**src/rtl/fsk_pkg.sv**
```systemverilog
package fsk_pkg;
  localparam int PHASE_W = 16;
  localparam int IDX_W   = 6;
  localparam int AMP_W   = 8;

  localparam logic [PHASE_W-1:0] ANS_SPACE_INC = 16'd4230;
  localparam logic [PHASE_W-1:0] ANS_MARK_INC  = 16'd4648;
  localparam logic [PHASE_W-1:0] ORG_SPACE_INC = 16'd2235;
  localparam logic [PHASE_W-1:0] ORG_MARK_INC  = 16'd2653;
  localparam logic [PHASE_W-1:0] BAUD_INC      = 16'd627;

  // Rounded sine amplitude centred on mid-scale.
  function automatic int sine_entry(input int k, input int idx_w, input int amp_w);
    real pi, mid, ang;
    pi  = 3.14159265358979;
    mid = real'(1 << (amp_w - 1));
    ang = 2.0 * pi * real'(k) / real'(1 << idx_w);
    return $rtoi(mid + (mid - 1.0) * $sin(ang) + 0.5);
  endfunction
endpackage

```
**src/rtl/fsk_accum.sv**
```systemverilog
module fsk_accum #(
  parameter int W     = 16,
  parameter int OUT_W = 6
) (
  input  logic             clk,
  input  logic             rst,
  input  logic             en_i,
  input  logic [W-1:0]     inc_i,
  output logic [OUT_W-1:0] acc_hi_o,
  output logic             wrap_o
);
  logic [W-1:0] acc_q;
  logic [W:0]   sum;

  assign sum      = {1'b0, acc_q} + {1'b0, inc_i};
  assign wrap_o   = sum[W];
  assign acc_hi_o = acc_q[W-1 -: OUT_W];

  always_ff @(posedge clk) begin
    if (rst)       acc_q <= '0;
    else if (en_i) acc_q <= sum[W-1:0];
  end

  AST_ACC_HOLD: assert property (@(posedge clk) disable iff (rst)
    !en_i |=> $stable(acc_q));
endmodule

```
**src/rtl/fsk_sine_rom.sv**
```systemverilog
module fsk_sine_rom #(
  parameter int IDX_W = 6,
  parameter int AMP_W = 8
) (
  input  logic [IDX_W-1:0] idx_i,
  output logic [AMP_W-1:0] amp_o
);
  localparam int DEPTH = 1 << IDX_W;

  logic [AMP_W-1:0] lut [DEPTH];

  for (genvar k = 0; k < DEPTH; k++) begin : g_lut
    localparam int VAL = fsk_pkg::sine_entry(k, IDX_W, AMP_W);
    assign lut[k] = AMP_W'(VAL);
  end

  assign amp_o = lut[idx_i];

  always_comb begin
    AST_AMP_NONZERO: assert (amp_o != '0);
  end
endmodule

```
**src/rtl/fsk_tone_gen.sv**
```systemverilog
module fsk_tone_gen
  import fsk_pkg::*;
(
  input  logic             clk,
  input  logic             rst,
  input  logic             strobe_i,
  input  logic             answer_i,
  input  logic             data_i,
  output logic [AMP_W-1:0] sample_o,
  output logic             sample_valid_o,
  output logic             baud_tick_o
);
  localparam logic [AMP_W-1:0] MID = AMP_W'(1 << (AMP_W - 1));

  logic [PHASE_W-1:0] tone_inc;
  logic [IDX_W-1:0]   phase_idx;
  logic               phase_wrap;
  logic               baud_msb;
  logic               baud_wrap;
  logic [AMP_W-1:0]   amp;

  // Tuning word chosen by channel and bit; only consumed when strobed.
  always_comb begin
    unique case ({answer_i, data_i})
      2'b11:   tone_inc = ANS_MARK_INC;
      2'b10:   tone_inc = ANS_SPACE_INC;
      2'b01:   tone_inc = ORG_MARK_INC;
      default: tone_inc = ORG_SPACE_INC;
    endcase
  end

  fsk_accum #(.W(PHASE_W), .OUT_W(IDX_W)) u_phase (
    .clk(clk), .rst(rst), .en_i(strobe_i), .inc_i(tone_inc),
    .acc_hi_o(phase_idx), .wrap_o(phase_wrap)
  );

  fsk_accum #(.W(PHASE_W), .OUT_W(1)) u_baud (
    .clk(clk), .rst(rst), .en_i(strobe_i), .inc_i(BAUD_INC),
    .acc_hi_o(baud_msb), .wrap_o(baud_wrap)
  );

  fsk_sine_rom #(.IDX_W(IDX_W), .AMP_W(AMP_W)) u_rom (
    .idx_i(phase_idx), .amp_o(amp)
  );

  always_ff @(posedge clk) begin
    if (rst) begin
      sample_o       <= MID;
      sample_valid_o <= 1'b0;
      baud_tick_o    <= 1'b0;
    end else begin
      sample_valid_o <= strobe_i;
      baud_tick_o    <= strobe_i & baud_wrap;
      if (strobe_i) sample_o <= amp;
    end
  end

  AST_RESET_STATE: assert property (@(posedge clk)
    $past(rst) |-> (sample_o == MID && !sample_valid_o && !baud_tick_o));
  AST_VALID_AFTER_STROBE: assert property (@(posedge clk) disable iff (rst)
    sample_valid_o |-> $past(strobe_i));
  AST_TICK_WITH_VALID: assert property (@(posedge clk) disable iff (rst)
    baud_tick_o |-> sample_valid_o);
  AST_TICK_LOW_HALF: assert property (@(posedge clk) disable iff (rst)
    baud_tick_o |-> !baud_msb);
  AST_QUIET_NO_STROBE: assert property (@(posedge clk) disable iff (rst)
    !strobe_i |=> (!sample_valid_o && !baud_tick_o && $stable(sample_o)));
  AST_PHASE_RISES: assert property (@(posedge clk) disable iff (rst)
    (strobe_i && !phase_wrap) |=> phase_idx >= $past(phase_idx));
  AST_PHASE_WRAPS_DOWN: assert property (@(posedge clk) disable iff (rst)
    (strobe_i && phase_wrap) |=> phase_idx <= $past(phase_idx));
endmodule

```
**config.mk**
```make
export PLATFORM = sky130hd
export DESIGN_NAME = fsk_tone_gen
export DESIGN_NICKNAME = d
export VERILOG_FILES = /design/src/rtl/fsk_pkg.sv /design/src/rtl/fsk_accum.sv /design/src/rtl/fsk_sine_rom.sv /design/src/rtl/fsk_tone_gen.sv
export SDC_FILE = /design/constraint.sdc
export NUM_CORES = 1
export LEC_CHECK = 0
export BUFFER_PORTS_ARGS = -buffer_cell sky130_fd_sc_hd__buf_2
export CORE_ASPECT_RATIO = 0.75
export CORE_MARGIN = 2
export CORE_UTILIZATION = 25
export DETAILED_ROUTE_END_ITERATION = 8
export PLACE_DENSITY = 0.39
export SYNTH_ARGS = -nofsm -noshare
export SYNTH_HDL_FRONTEND = slang
export SYNTH_SLANG_ARGS = --single-unit
```
**constraint.sdc**
```tcl
create_clock -name clk -period 2.15 [get_ports clk]
set_clock_uncertainty 0.15 [all_clocks]
set_input_delay 0.1075 -clock clk [delete_from_list [all_inputs] [get_ports clk]]
set_output_delay 0.1075 -clock clk [all_outputs]
set_load 0.02 [all_outputs]
```
==> After elaboration in Yosys (flattened, before gate mapping) <==
Memories as Yosys holds them, arrays and structs flattened. A register that Yosys moved wholly into a read port is not among the register bits.
Cells that the tools add are included.
{ "totals": {"register_bits": 34, "mem_bits_ro": 512, "inputBits": 5, "output_inout_bits": 10, "word_cells": 13, "memories": 1} }
{ "classes": {"n_addsub": 2, "n_eq_ne": 3, "n_mux": 1, "n_bitwise": 2} }
{ "mem_list": {"columns": ["memory", "words", "word_bits", "read_ports", "rd_clocked_by_memory_dff", "wr", "line", "text"], "rows": [
  ["(name not given)", 64, 8, 1, 1, 0, "fsk_sine_rom.sv:17", "assign amp_o = lut[idx_i];"]
]} }
{ "op_table": {"columns": ["op", "n"], "rows": [
  ["case mux 13 bit (3 select lines)", 1],
  ["adder 16 x 10 -> 17 bit, second input constant", 1],
  ["adder 16 x 13 -> 16 bit", 1],
  ["inverter 6 -> 7 bit", 1],
  ["equality test 2 bit, second input constant", 2],
  ["equality test 2 x 1 -> 1 bit, second input constant", 1],
  ["AND 1 bit", 1]
]} }

==> Longest topological paths before layout <==
{ "depth": {"word_depth": 3, "depth_mapped": 12, "depth_no_buf": 12} }

==> By module <==
A second synthesis with hierarchy kept.
{ "hier_totals": {"hier_cells": 489, "area_unflattened_um2": 3997.6} }
{ "modules_own_cells": {"columns": ["mod", "instances", "cells_per_inst", "area_per_inst_um2", "seq_area_each_um2"], "rows": [
  ["fsk_accum (u_phase)", 1, 164, 1375.1, 320.3],
  ["fsk_accum (u_baud)", 1, 158, 1330.0, 320.3],
  ["fsk_sine_rom", 1, 120, 820.8, 0.0],
  ["fsk_tone_gen", 1, 47, 471.7, 200.2]
]} }

==> Worst setup path before layout <==
Ideal clock, no wire load.
{ "synth_path": {"path_kind": "input to register", "startpoint": "input data_i", "endpoint": "register u_phase.acc_q[6]", "setup_ns": 0.095, "t_arrival_ns": 2.128, "required_ns": 1.905, "setup_slack_ns": -0.224, "stages": 11, "path_buffers": 0, "cell_sequence": "inv_1 > ha_1 > or2_2 > ha_1 > inv_1 > fa_1 > nor2b_1 > o31a_1 > o21a_1 > or4_1 > o311ai_1"} }
{ "synth_between": {"elab_chain_len": 3, "elab_cells_between_ends": 5, "cone_classes": "1 x add/sub; 3 x eq/ne; 1 x mux"} }
{ "synth_rtl": {"columns": ["element", "line", "text"], "rows": [
  ["from (decl)", "fsk_tone_gen.sv:8", "input logic data_i,"],
  ["equality test 2 x 1 -> 1 bit or equality test 2 bit (tied branches)", "fsk_tone_gen.sv:24", "unique case ({answer_i, data_i})"],
  ["case mux 13 bit (3 select lines) (*)", "fsk_tone_gen.sv:24", null],
  ["adder 16 x 13 -> 16 bit (*)", "fsk_accum.sv:15", "assign sum = {1'b0, acc_q} + {1'b0, inc_i};"],
  ["to (signal assigned)", "fsk_accum.sv:21", "else if (en_i) acc_q <= sum[W-1:0];"],
  ["to (decl)", "fsk_accum.sv:12", "logic [W-1:0] acc_q;"]
]} }
Every way passes the cells marked *; elsewhere a longest branch is shown, timed or not.
A chain may end at the register's enable or synchronous reset.

==> Worst setup path in the final report <==
{ "layout_path": {"startpoint": "input answer_i", "endpoint": "register u_phase.acc_q[12]"} }
{ "layout_between": {"elab_chain_len": 3, "elab_cells_between_ends": 5, "cone_classes": "1 x add/sub; 3 x eq/ne; 1 x mux"} }
{ "layout_rtl": {"columns": ["element", "line", "text"], "rows": [
  ["from (decl)", "fsk_tone_gen.sv:7", "input logic answer_i,"],
  ["equality test 2 x 1 -> 1 bit or equality test 2 bit (tied branches)", "fsk_tone_gen.sv:24", null],
  ["case mux 13 bit (3 select lines) (*)", "fsk_tone_gen.sv:24", null],
  ["adder 16 x 13 -> 16 bit (*)", "fsk_accum.sv:15", null]
]} }
Marks and branches as above.

==> run_results.csv <==
group,metric,value,unit
detailed_routing,via_per_inst,4.79,
timing,period_minus_slack,2.15,ns
hold_path,hold_path.class,"in -> reg",
critical_path,slowest_delay,0.32,ns
logic_synthesis,synth_fp_nets,419,
pwr,vdd.ir_drop.worst,316,uV
cells_and_area,num_antenna_cells,0,
detailed_routing,wire_per_inst,13.8,um
die,initial_core_util,25.9,%
pwr,cellLeakagePower,0.00161,uW
global_route,grt_antenna_before_repair,0,
timing,final-max-slew-violation-count,0,
logic_synthesis,synth_area,3220,um^2
cells_and_area,layout-drive-gt1-share,24.8,%
critical_path,crit_path_frequent_cell,"ha_4",
clock_network,cts_tree,"done",
critical_path,start_kind,"input port",
cells_and_area,areaGrowthSynthToFinish,22.2,%
timing,hold_viol,0,
timing,setup_viol,0,
logic_synthesis,synth_edf_count,0,
clock_network,clock-sinks,42,
global_route,grt_max_degree,28,
critical_path,cp_slowest_cell,"o31a_1",
critical_path,crit_arrival,2.16,ns
place,hpwlAfterDp,6010,um
logic_synthesis,ys_ff_latch,42,
clock_network,clk_pin_slew,0.07,ns
place,port_buffers,14,
timing,fmax,0.466,GHz
clock_network,h-tree-depth,2,
logic_synthesis,synth_top_area_share,26.1,%
timing,worst_pin_slew,0.498,ns
die,fp-row-count,35,
global_route,grt_use_total,12.6,%
critical_path,end_kind,"flop",
place,dp_cells,591,
timing,period_share,99.9,%
logic_synthesis,ys_types,61,
logic_synthesis,synthArstFlopShare,0,%
die,core_area,12400,um^2
logic_synthesis,yosys_warnings,0,
critical_path,cp_top_family,"compound AO/OA/AOI/OAI gates",
clock_network,hold_buffers,0,
die,chipWidth,135,um
clock_network,insertion_delay,0.29,ns
critical_path,critical_path_required,2.17,ns
cells_and_area,fin_nets,464,
detailed_routing,drtIter0Drc,196,
place,post-place-ws,-0.412,ns
clock_network,cts_buffer_depth,2,
global_route,grt_pass1_vias,2664,
global_route,grt_pass1_wl,13700,um
cells_and_area,final_cells,602,
die,dieArea,13800,um^2
pwr,power_density,777,nW/um^2
timing,rsz0062_at_grt,"yes",
timing,finalWorstSetupSlack,0.00225,ns
clock_network,root_buffer,"clkbuf_16",
logic_synthesis,synth_seq_area_share,26.1,%
global_route,gr-total-overflow,0,
critical_path,path_cells,"buf_8 -> inv_12 -> ha_4 -> or2_4 -> ha_4 -> inv_2 -> fa_2 -> nor2b_2 -> o31a_1 -> o21a_1 -> o211ai_1 -> nor3b_2 -> o31ai_1",
timing,slew_headroom,66.8,%
critical_path,crit_buf_inv,3,
status,outcome,"finished, final reports clean",
clock_network,numCtsBuffers,5,
logic_synthesis,synth_cells,390,
logic_synthesis,synth-main-ff-cell,"dfxtp_1",
place,gp_congestion,0.763,
timing,setup_total_negative_slack,0,ns
critical_path,crit_type,"in -> reg",
die,die_h,102,um
logic_synthesis,ys_top_cells_by_area,"dfxtp_1 26%, ha_1 8.9%, nor2_1 5.1%",
detailed_routing,drtAntennaViolNets,0,
detailed_routing,post-route-drc-count,0,
die,io_pins,15,
detailed_routing,dr.pass1.iters,4,
flow_run,cap_violations,0,
detailed_routing,via_count,2885,
logic_synthesis,synth.largest_area_cell,"dfxtp_1",
logic_synthesis,syn_area_per_cell,8.26,um^2
critical_path,crit_path_max_fanout,4,
detailed_routing,wl,8310,um
pwr,power.total,3060,uW
[layer usage]
| metal | up-vias | track usage (%) | share of wire (%) |
|---|---|---|---|
| li1 | 1490 | - | - |
| met1 | 1346 | 19.3 | 55 |
| met2 | 41 | 17.5 | 39 |
| met3 | 8 | 2.43 | 4.0 |
| met4 | 0 | 3.69 | 1.2 |
| met5 | - | 0 | 0 |
[layout make-up]
type                    count  area [um^2]
inverters                  17         81.3
repair buffers             66          489
clock buffers               5          125
fillers                  1345         8500
well taps                 166          208
flip-flops and latches     42          846
multi-input cells         303         2170
clock inverters             3         21.3
[per-stage QoR]
stage,utilization (%),hold slack (ns),cell area (um^2)
after global placement,29.8,0.300,3710
after detailed placement,29.8,0.289,3710
after CTS,31.1,0.104,3870
after global routing,31.7,0.151,3940
final,31.7,0.114,3940
after floorplan,-,0.161,3290
[synthesized netlist by cell type, drive strengths merged, types with 8 or more instances]
cell type  count
a211oi        10
nor2          44
nand2         30
nor3           9
a21oi         25
nor2b          9
nand2b        11
o21ai         16
xnor2          8
buf           13
xor2          13
nand3          8
dfxtp         42
clkbuf        15
mux2i         10
ha            23
inv           17
o211ai        10
[state kept, by name, summed over array words and instances (netlist names)]
| signal | cells |
|---|---|
| sample_o | 8 |
| baud_tick_o | 1 |
| u_baud.acc_q | 16 |
| u_phase.acc_q | 16 |
| sample_valid_o | 1 |
[placed cells by master (no fill, tap or decap), types with 3 or more instances in the layout]
cell and n:
nor2b_1 7, ha_1 19, buf_2 12, nand4b_1 3
clkbuf_16 5, nor3_1 9, mux2i_1 10, ha_4 3
nand3_1 8, xor2_1 13, o211ai_1 10, o21a_1 4
nand4_1 4, a21oi_1 23, nor2_1 44, inv_2 4
nand2b_1 11, o21ai_0 15, xnor2_1 8, nand3b_1 3
nor3b_1 3, a21o_1 4, buf_4 51, a31oi_1 4
nand2_1 29, dfxtp_1 38, dfxtp_2 4, nor4bb_1 3
inv_1 10, a221oi_1 3, a211oi_1 9
[path summary, 6_finish.rpt]
check                   startpoint  cells after the start                end  slack [ns]
setup / recovery          answer_i                     13  u_phase.acc_q[12]       0.002
hold / removal                 rst                      2   u_baud.acc_q[12]        0.11
setup reg to reg  u_phase.acc_q[0]                      9  u_phase.acc_q[12]        0.02
hold reg to reg   u_baud.acc_q[15]                      2        baud_tick_o        0.30
[repair_timing]
item	4_1_cts	5_1_grt
buffers inserted	0	3
endpoints found under the setup margin	6	15
resized for setup	4	17
pin swaps	4	6
gates cloned	0	0
[kinds of logic (layout without fill, tap and decap cells)]
logic type | Yosys count | after routing | share of synthesized area (%)
xor gates and xnor gates | 21 | 21 | 5.71
adders and majority gates | 24 | 24 | 9.55
AOI/OAI and AO/OA | 99 | 99 | 20.7
muxes | 15 | 15 | 6.02
and+or+nand+nor | 144 | 144 | 22.7
DFF | 42 | 42 | 26.1
buffers and inverters | 45 | 91 | 9.28
[where the power goes]
group	switching, uW	internal [uW]
logic	650	642
registers	117	875
clock network	347	431
total	1110	1950
Power figures use the tool's default switching activity.
